## config.mk

```make
export PLATFORM = sky130hd
export DESIGN_NAME = sio_sync_unit
export DESIGN_NICKNAME = d
export VERILOG_FILES = /design/src/rtl/sio_pkg.sv /design/src/rtl/sio_clk_gen.sv /design/src/rtl/sio_shifter.sv /design/src/rtl/sio_irq_chan.sv /design/src/rtl/sio_sync_unit.sv
export SDC_FILE = /design/constraint.sdc
export NUM_CORES = 1
export LEC_CHECK = 0
export ABC_AREA = 1
export BUFFER_PORTS_ARGS = -buffer_cell sky130_fd_sc_hd__buf_2
export CORE_ASPECT_RATIO = 0.75
export CORE_UTILIZATION = 40
export CTS_BUF_LIST = sky130_fd_sc_hd__clkbuf_16
export DETAILED_ROUTE_END_ITERATION = 10
export PLACE_DENSITY = 0.6
export SYNTH_ARGS = -nofsm -noshare
export SYNTH_HDL_FRONTEND = slang
export SYNTH_SLANG_ARGS = --single-unit
```

## constraint.sdc

```tcl
create_clock -name clk -period 3.1 [get_ports clk]
set_input_delay 0.465 -clock clk [delete_from_list [all_inputs] [get_ports clk]]
set_output_delay 0.465 -clock clk [all_outputs]
set_load 0.02 [all_outputs]
```

## src/rtl/sio_pkg.sv

```systemverilog
package sio_pkg;
  typedef enum logic {
    TXI_BUF_EMPTY  = 1'b0,
    TXI_SHIFT_DONE = 1'b1
  } txi_src_e;

  localparam int IRQ_TX = 0;
  localparam int IRQ_RX = 1;
  localparam int IRQ_N  = 2;
endpackage

```

## src/rtl/sio_clk_gen.sv

```systemverilog
// Shift clock source: internal 8-cycle burst generator or synchronised
// external pin, with edge pulses for the shifter.
module sio_clk_gen #(
  parameter int DIV_W       = 8,
  parameter int BITS        = 8,
  parameter int SYNC_STAGES = 2,
  parameter int MIN_PHASE   = 8
) (
  input  logic             clk,
  input  logic             rst,
  input  logic             ext_sel,
  input  logic [DIV_W-1:0] div_val,
  input  logic             start,
  input  logic             sclk_ext,
  output logic             lvl,
  output logic             fall_p,
  output logic             rise_p,
  output logic             sclk_out
);
  localparam int CNT_W = (BITS > 1) ? $clog2(BITS) : 1;
  localparam int PH_W  = $clog2(MIN_PHASE + 1);

  // internal burst generator
  logic             running;
  logic [DIV_W-1:0] half_cnt;
  logic [CNT_W-1:0] rise_cnt;
  logic             int_lvl, int_fall, int_rise;

  always_ff @(posedge clk) begin
    if (rst) begin
      running  <= 1'b0;
      half_cnt <= '0;
      rise_cnt <= '0;
      int_lvl  <= 1'b1;
      int_fall <= 1'b0;
      int_rise <= 1'b0;
    end else begin
      int_fall <= 1'b0;
      int_rise <= 1'b0;
      if (start && !running) begin
        running  <= 1'b1;
        half_cnt <= '0;
        rise_cnt <= '0;
        int_lvl  <= 1'b1;
      end else if (running) begin
        if (half_cnt == div_val) begin
          half_cnt <= '0;
          int_lvl  <= ~int_lvl;
          if (int_lvl) begin
            int_fall <= 1'b1;
          end else begin
            int_rise <= 1'b1;
            if (rise_cnt == CNT_W'(BITS - 1)) running <= 1'b0;
            else rise_cnt <= rise_cnt + 1'b1;
          end
        end else begin
          half_cnt <= half_cnt + 1'b1;
        end
      end
    end
  end

  // external pin synchroniser and edge detect
  logic [SYNC_STAGES-1:0] sync_q;
  logic                   ext_prev;
  logic                   ext_lvl;

  always_ff @(posedge clk) begin
    if (rst) begin
      sync_q   <= '1;
      ext_prev <= 1'b1;
    end else begin
      sync_q[0] <= sclk_ext;
      for (int i = 1; i < SYNC_STAGES; i++) sync_q[i] <= sync_q[i-1];
      ext_prev <= sync_q[SYNC_STAGES-1];
    end
  end

  assign ext_lvl  = sync_q[SYNC_STAGES-1];
  assign lvl      = ext_sel ? ext_lvl : int_lvl;
  assign fall_p   = ext_sel ? (ext_prev & ~ext_lvl) : int_fall;
  assign rise_p   = ext_sel ? (~ext_prev & ext_lvl) : int_rise;
  assign sclk_out = int_lvl;

  // phase length tracker for the external pin
  logic [PH_W-1:0] ph_cnt;
  always_ff @(posedge clk) begin
    if (rst) ph_cnt <= PH_W'(MIN_PHASE);
    else if (ext_prev != ext_lvl) ph_cnt <= PH_W'(1);
    else if (ph_cnt < PH_W'(MIN_PHASE)) ph_cnt <= ph_cnt + 1'b1;
  end

  // burst ends by itself with the 8th rising edge
  p_burst_end_r1: assert property (@(posedge clk) disable iff (rst)
    (running && int_lvl == 1'b0 && half_cnt == div_val && rise_cnt == CNT_W'(BITS - 1))
      |=> (!running && int_lvl));

  // external phases respect the minimum width
  p_ext_phase_r3: assert property (@(posedge clk) disable iff (rst)
    (ext_sel && ext_prev != ext_lvl) |-> (ph_cnt >= PH_W'(MIN_PHASE)));
endmodule

```

## src/rtl/sio_shifter.sv

```systemverilog
// Transmit/receive datapath: holding register, shift registers, bit count,
// flags and ready strobe.
module sio_shifter #(
  parameter int DATA_W = 8
) (
  input  logic              clk,
  input  logic              rst,
  input  logic              ext_sel,
  input  logic              tx_en,
  input  logic              rx_en,
  input  logic              rdy_en,
  input  logic              tx_wr,
  input  logic [DATA_W-1:0] tx_data,
  input  logic              rx_rd,
  input  logic              lvl,
  input  logic              fall_p,
  input  logic              rise_p,
  input  logic              sdi,
  output logic              start,
  output logic              sdo,
  output logic              tx_empty,
  output logic              tx_done,
  output logic [DATA_W-1:0] rx_data,
  output logic              rx_full,
  output logic              rx_cplt_p,
  output logic              rdy
);
  localparam int CNT_W = (DATA_W > 1) ? $clog2(DATA_W) : 1;

  logic [DATA_W-1:0] tx_buf, tx_sr, rx_sr;
  logic [CNT_W-1:0]  bit_cnt;
  logic              busy, started, tx_en_q;
  logic              act, en_rise, wr_ok, load, cplt;

  assign act     = tx_en | rx_en;
  assign en_rise = tx_en & ~tx_en_q;
  assign wr_ok   = tx_wr & tx_en & tx_en_q & lvl;
  assign load    = tx_en & tx_en_q & ~busy & ~tx_empty;
  assign cplt    = act & rise_p & (bit_cnt == CNT_W'(DATA_W - 1));

  always_ff @(posedge clk) begin
    if (rst) begin
      tx_buf    <= '0;
      tx_sr     <= '1;
      rx_sr     <= '0;
      rx_data   <= '0;
      bit_cnt   <= '0;
      busy      <= 1'b0;
      started   <= 1'b0;
      tx_en_q   <= 1'b0;
      tx_empty  <= 1'b0;
      tx_done   <= 1'b0;
      rx_full   <= 1'b0;
      rx_cplt_p <= 1'b0;
      start     <= 1'b0;
      sdo       <= 1'b1;
      rdy       <= 1'b0;
    end else begin
      tx_en_q   <= tx_en;
      start     <= 1'b0;
      rx_cplt_p <= 1'b0;

      if (rx_rd) rx_full <= 1'b0;

      // shifting
      if (act && fall_p) begin
        sdo   <= tx_sr[0];
        tx_sr <= {1'b1, tx_sr[DATA_W-1:1]};
        if (busy) started <= 1'b1;
      end
      if (act && rise_p) begin
        rx_sr   <= {sdi, rx_sr[DATA_W-1:1]};
        bit_cnt <= bit_cnt + 1'b1;
      end
      if (!act) bit_cnt <= '0;
      if (cplt) begin
        if (busy) begin
          busy    <= 1'b0;
          tx_done <= 1'b1;
        end
        if (rx_en) begin
          rx_data   <= {sdi, rx_sr[DATA_W-1:1]};
          rx_full   <= 1'b1;
          rx_cplt_p <= 1'b1;
        end
      end

      // holding register and load
      if (load) begin
        tx_sr    <= tx_buf;
        busy     <= 1'b1;
        started  <= 1'b0;
        tx_done  <= 1'b0;
        tx_empty <= 1'b1;
        start    <= ~ext_sel;
        if (!ext_sel) bit_cnt <= '0;
      end
      if (wr_ok) begin
        tx_buf   <= tx_data;
        tx_empty <= 1'b0;
      end

      // transmitter enable handling has the last word
      if (!tx_en) begin
        tx_empty <= 1'b0;
        tx_done  <= 1'b0;
        busy     <= 1'b0;
        started  <= 1'b0;
      end else if (en_rise) begin
        tx_empty <= 1'b1;
        tx_done  <= 1'b1;
      end

      rdy <= ext_sel & rx_en & tx_en & rdy_en & busy & ~started & ~(act & fall_p);
    end
  end

  // enabling the transmitter raises both flags
  p_en_sets_flags_r4: assert property (@(posedge clk) disable iff (rst)
    $rose(tx_en) |=> (tx_empty && tx_done));

  // a load starts a new shift, so shift-finished drops
  p_load_clears_done_r5: assert property (@(posedge clk) disable iff (rst)
    load |=> !tx_done);

  // a write during the low phase leaves an empty buffer empty
  p_wr_low_ignored_r6: assert property (@(posedge clk) disable iff (rst)
    (tx_wr && !lvl && tx_en && tx_empty) |=> tx_empty);

  // a completed byte with the receiver on marks the register full
  p_rx_full_r8: assert property (@(posedge clk) disable iff (rst)
    (cplt && rx_en) |=> rx_full);

  // ready strobe only under the full enable set in external mode
  p_rdy_gate_r9: assert property (@(posedge clk) disable iff (rst)
    rdy |-> $past(ext_sel && rx_en && tx_en && rdy_en));
endmodule

```

## src/rtl/sio_irq_chan.sv

```systemverilog
// One interrupt request bit: set on a source rise, cleared by strobe,
// gated by its enable onto a registered output.
module sio_irq_chan (
  input  logic clk,
  input  logic rst,
  input  logic src,
  input  logic clr,
  input  logic en,
  output logic irq
);
  logic src_q, req, set_c;

  assign set_c = src & ~src_q;

  always_ff @(posedge clk) begin
    if (rst) begin
      src_q <= 1'b0;
      req   <= 1'b0;
      irq   <= 1'b0;
    end else begin
      src_q <= src;
      if (set_c) req <= 1'b1;
      else if (clr) req <= 1'b0;
      irq <= (set_c | (req & ~clr)) & en;
    end
  end

  // R7 (also R8 for the receive channel): output only while enabled
  p_irq_gated_r7: assert property (@(posedge clk) disable iff (rst)
    irq |-> $past(en));

  // clear without a new rise empties the request
  p_req_clear_r7: assert property (@(posedge clk) disable iff (rst)
    (clr && !set_c) |=> !req);
endmodule

```

## src/rtl/sio_sync_unit.sv

```systemverilog
module sio_sync_unit
  import sio_pkg::*;
#(
  parameter int DATA_W      = 8,
  parameter int DIV_W       = 8,
  parameter int SYNC_STAGES = 2,
  parameter int MIN_PHASE   = 8
) (
  input  logic              clk,
  input  logic              rst,
  input  logic              ext_clk_sel,
  input  logic [DIV_W-1:0]  div_val,
  input  logic              tx_en,
  input  logic              rx_en,
  input  logic              rdy_en,
  input  logic              tx_irq_sel,
  input  logic              tx_irq_en,
  input  logic              rx_irq_en,
  input  logic              tx_irq_clr,
  input  logic              rx_irq_clr,
  input  logic              tx_wr,
  input  logic [DATA_W-1:0] tx_data,
  input  logic              rx_rd,
  input  logic              sclk_in,
  input  logic              sdi,
  output logic              sclk_out,
  output logic              sdo,
  output logic              rdy_out,
  output logic              tx_empty,
  output logic              tx_done,
  output logic [DATA_W-1:0] rx_data,
  output logic              rx_full,
  output logic              tx_irq,
  output logic              rx_irq
);
  logic lvl, fall_p, rise_p, start, rx_cplt_p;

  sio_clk_gen #(
    .DIV_W(DIV_W), .BITS(DATA_W), .SYNC_STAGES(SYNC_STAGES), .MIN_PHASE(MIN_PHASE)
  ) u_clk (
    .clk(clk), .rst(rst), .ext_sel(ext_clk_sel), .div_val(div_val), .start(start),
    .sclk_ext(sclk_in), .lvl(lvl), .fall_p(fall_p), .rise_p(rise_p), .sclk_out(sclk_out)
  );

  sio_shifter #(.DATA_W(DATA_W)) u_shift (
    .clk(clk), .rst(rst), .ext_sel(ext_clk_sel), .tx_en(tx_en), .rx_en(rx_en),
    .rdy_en(rdy_en), .tx_wr(tx_wr), .tx_data(tx_data), .rx_rd(rx_rd), .lvl(lvl),
    .fall_p(fall_p), .rise_p(rise_p), .sdi(sdi), .start(start), .sdo(sdo),
    .tx_empty(tx_empty), .tx_done(tx_done), .rx_data(rx_data), .rx_full(rx_full),
    .rx_cplt_p(rx_cplt_p), .rdy(rdy_out)
  );

  logic [IRQ_N-1:0] irq_src, irq_clr, irq_en, irq_q;

  assign irq_src[IRQ_TX] = (txi_src_e'(tx_irq_sel) == TXI_SHIFT_DONE) ? tx_done : tx_empty;
  assign irq_src[IRQ_RX] = rx_cplt_p;
  assign irq_clr[IRQ_TX] = tx_irq_clr;
  assign irq_clr[IRQ_RX] = rx_irq_clr;
  assign irq_en[IRQ_TX]  = tx_irq_en;
  assign irq_en[IRQ_RX]  = rx_irq_en;

  for (genvar c = 0; c < IRQ_N; c++) begin : g_irq
    sio_irq_chan u_chan (
      .clk(clk), .rst(rst), .src(irq_src[c]), .clr(irq_clr[c]),
      .en(irq_en[c]), .irq(irq_q[c])
    );
  end

  assign tx_irq = irq_q[IRQ_TX];
  assign rx_irq = irq_q[IRQ_RX];
endmodule

```

# == Word level (Yosys, flattened, before mapping) ==
# Cells that the tools add are included.
# Widths: inputs -> output; s select.
# op_classes
n_reduce_logical,22
n_bitwise,46
eq_ne,3
mux,35
addsub,3
# op_table
operator,n
$mux 1,28
$and 1x1->1,24
$mux 8,3
$not 1->1,19
$mux 3,4
$reduce_bool 3->1,3
$add 8x1->8 const B,1
$eq 8x8->1,1
$reduce_and 2->1,4
$reduce_bool 2->1,4
$reduce_or 2->1,4
$add 3x1->3 const B,2
$eq 3x3->1 const B,2
$reduce_and 4->1,1
$reduce_or 4->1,1
$logic_and 1x1->1,3
$or 1x1->1,3
$reduce_or 3->1,1
$logic_not 1->1,1
# word_totals
regBits,69

# == Logic depth before layout (Yosys ltp) ==
# logic_depth
word_depth,8
ltp_mapped,10
mapped_depth_nobuf,10

# == By module ==
# A second synthesis with hierarchy kept.
# unflattened
cells_unflattened,425
area_unflattened_um2,3057.9
# modules_own_cells
mod,instances,seq_area_each_um2,area_each_um2,cells_per_inst
sio_shifter,1,880.8,1838.0,250
sio_clk_gen,1,360.3,1004.7,145
sio_irq_chan,2,60.1,100.1,13
sio_sync_unit,1,0.0,15.0,4

# == Worst setup path after synthesis ==
# No wires, ideal clock.
# synth_path
path_type,reg2reg
startpoint,register u_clk.int_lvl (netlist: u_clk.sclk_out)
endpoint,register u_shift.tx_buf[5]
setup_time_ns,0.064
stages_incl_launch_ff,7
path_buffers,0
synth_period_minus_slack_ns,1.264
path_slack_ns,1.836
arrival_ns,1.199
cell_sequence,dfxtp_1 inv_1 o21ai_0 nand2_1 inv_1 nor2_1 nor2_1
# synth_via
elab_chain_len,2
# synth_lines
element,line_no,rtl
from (decl),sio_clk_gen.sv:27,"logic int_lvl, int_fall, int_rise;"
from (signal assigned),sio_clk_gen.sv:48,int_lvl <= ~int_lvl;
$mux 1,sio_clk_gen.sv:80,assign lvl = ext_sel ? ext_lvl : int_lvl;
$and 1x1->1,sio_shifter.sv:37,assign wr_ok = tx_wr & tx_en & tx_en_q & lvl;
to (signal assigned),sio_shifter.sv:99,tx_buf <= tx_data;
to (decl),sio_shifter.sv:30,"logic [DATA_W-1:0] tx_buf, tx_sr, rx_sr;"
# Every way passes these cells.
# A chain may end at the register's enable or synchronous reset.

# == Final worst setup path ==
# layout_path
startpoint,register u_clk.sync_q[1]
endpoint,register u_shift.rx_data[4]
# layout_via
elab_chain_len,5
# layout_lines
element,line_no,rtl
from (decl),sio_clk_gen.sv:64,logic [SYNC_STAGES-1:0] sync_q;
from (signal assigned),sio_clk_gen.sv:70,sync_q <= '1;
$and 1x1->1,sio_clk_gen.sv:82,assign rise_p = ext_sel ? (~ext_prev & ext_lvl) : int_rise;
$mux 1,sio_clk_gen.sv:82,
$and 1x1->1 (2 in a row),sio_shifter.sv:39,assign cplt = act & rise_p & (bit_cnt == CNT_W'(DATA_W - 1));
$reduce_and 2->1 (no line),--,
to (signal assigned),sio_shifter.sv:82,"rx_data <= {sdi, rx_sr[DATA_W-1:1]};"
to (decl),sio_shifter.sv:23,"output logic [DATA_W-1:0] rx_data,"
# Every way passes these cells.

==> run metrics <==
Post-Synth Simple-Gate Area 30.3%; critical path class reg2reg; Syn. warnings 0; CP bufs+invs 0; Synth Area in XOR/XNOR 2.18%; Die Ht 74.6 um; clk_lat worst skew 0.33 ns; FILL cells 683; ant diodes 0; leakage 1.53 nW; Root Buffer clkbuf_16; largest net degree at the start of global routing 24; routed len/inst 11.4 um; first-pass GRT wire length 9260 um; Largest delay share family, worst path simple AND/OR/NAND/NOR gates; ratio of cells with drive above 1 in the final layout 21.1%; Max-cap violations 0; Final min period 1.52 ns; postcts setup bufs 0; Syn Std Cell Area 2810 sq um; Mean Syn Cell Area 7.82 sq um; Net Count, Synth 395; vias 2368; core area 6800 sq um; DRC 0; Final Hold Viols 0; Die X 98.8 um; Power, Total 2.01 mW; clk slew on worst S/H paths 0.05 ns; post-synthesis mux area share 0.356%; Synth Flop Type dfxtp_1; Synth cell types 37; Pins Over Slew Limit 0; Post-Place Worst Slack 1.23 ns; vias in the first global route 2039; hold_sp sclk_in; setup TNS 0 ns; total track usage 16.6%; Critical Path AT 1.72 ns; final setup vio count 0; ANT nets after route 0; Power Dens Cells 593 nW/um^2; Pre-antenna DRT Iters 5; H-tree depth 3; post-cts sizing count 0; gpl congestion 0.783; Post-DP HPWL 4030 um; outcome complete, no violations; CP max FO 12; CP startpoint kind register; Final period util 49.2%; Synth Area in Adders 2.23%; Slowest-stage cell, CP dfxtp_1; Rows 26; CTS Buffer Depth 2; Yosys reg bits 68; critical path launch point u_clk.sync_q[1]; main combinational cell family by area after synthesis simple AND/OR/NAND/NOR gates; number of port buffers 46; Hold Crit Class in2reg; RSZ-0062 raised after global routing no; initial drt markers 78; post-synthesis sequential area ratio 48.5%; fin util 49.9%; Peak VDD IR 0.292 mV; CTS tree yes; number of synthesized flops with an enable pin 0; Post-synth ARST share 0%; initial core utilization 41.3%; Routed WL 5650 um; initial antenna violation count 0; cts bufs inserted 9; f_max 656 MHz; Slew headroom 71.1%; I/O pin total 47; cts hold-fix bufs 0; Tightest Pin Transition 0.434 ns; Worst Setup Slack, final 1.58 ns; die area 7360 sq um; Layout Nets 444; Worst Skew 0.00804 ns; critical-path cell list nand2_1 > o21ai_2 > nand2_2 > nor2_4 > nand2_1 > nand2_1 > a21oi_1; critical path required time 3.30 ns; Hold Slack 0.319 ns; Worst setup EP type register; CTS Sinks 68; Worst path max stage delay 0.34 ns; CP most frequent cell nand2_1; synthesized instance count 359; Via density 4.76; Syn-to-layout area delta 20.8%; GRT overflow 0; r2r startpoint u_clk.sync_q[1]; Compound-Gate Fraction of Synth Area 9.58%
state kept, by name, summed over array words and instances (netlist names), 2 cells and up:
register	count
g_irq.u_chan.irq	2
g_irq.u_chan.req	2
g_irq.u_chan.src_q	2
u_clk.half_cnt	8
u_clk.rise_cnt	3
u_clk.sync_q	2
u_shift.bit_cnt	3
u_shift.rx_data	8
u_shift.rx_sr	7
u_shift.tx_buf	8
u_shift.tx_sr	8
per-layer routing:
metal  vias to the layer above  routed length [um]  track usage [%]
li1                       1254                   -                -
met3                         7                 303             6.11
met1                      1049                2920             21.0
met5                         -                   0                0
met2                        58                2340             25.3
met4                         0                  84             7.96
where the power goes:
group | total (mW) | leakage [nW] | switching (mW) | internal, mW
combinational | 0.113 | 0.832 | 0.0688 | 0.0438
clock | 0.994 | 0.147 | 0.376 | 0.618
sequential | 0.905 | 0.551 | 0.0116 | 0.893
total | 2.01 | 1.53 | 0.456 | 1.56
path summary, 6_finish.rpt:
kind                                      endpoint  slack, ns  depth (start not counted)
worst max register to register  u_shift.rx_data[4]       1.58                          7
worst min-delay path               u_clk.sync_q[0]       0.32                          2
worst max-delay path            u_shift.rx_data[4]       1.58                          7
worst min register to register     u_clk.sync_q[1]       0.42                          1
metrics by stage:
stage	std cells	area (sq um)
6_report	497	3390
5_1_grt	497	3390
4_1_cts	497	3390
3_5_place_dp	481	3100
3_3_place_gp	481	3100
2_1_floorplan	359	2810
cells in the mapped netlist (4+ instances only):
cell / n / area (sq um)
a21oi_1: 18 / 90.1
dfxtp_1: 68 / 1360
nor3_1: 6 / 30.0
clkbuf_1: 4 / 15.0
o21ai_0: 21 / 105
nand3_1: 22 / 110
nand4_1: 5 / 31.3
nor2_2: 4 / 25.0
inv_1: 29 / 109
nand2_1: 58 / 218
nor2_1: 70 / 263
ha_1: 5 / 62.6
xor2_1: 6 / 52.6
cells by family (layout without fill, tap and decap cells):
| family | count (synthesis) | after routing |
|---|---|---|
| xor+xnor | 7 | 7 |
| buf+inv | 45 | 99 |
| mux | 1 | 1 |
| compound gates | 50 | 50 |
| simple gates | 183 | 183 |
| fa+ha+maj | 5 | 5 |
| flops | 68 | 68 |
placed cells by master (no fill, tap or decap), drive strengths merged, types with 2 or more instances in the layout:
master,n
inv,35
o22ai,3
dfxtp,68
buf,47
clkinv,6
nand4,5
nor2,78
clkbuf,9
o21ai,25
ha,5
nor3,8
nand3,22
a21oi,18
o211ai,2
or2,3
xor2,6
nand2,63
nand3b,2
final cells by class:
type	instances	area, sq um	area share (%)
clock buffer	9	225	6.64
clock inverter	7	68.8	2.03
inverter	36	140	4.13
multi-input combinational	246	1250	37.0
sequential	68	1360	40.1
tap	84	105	3.10
timing repair buffer	47	238	7.01
Note: power is estimated with default switching activity, not from simulation.
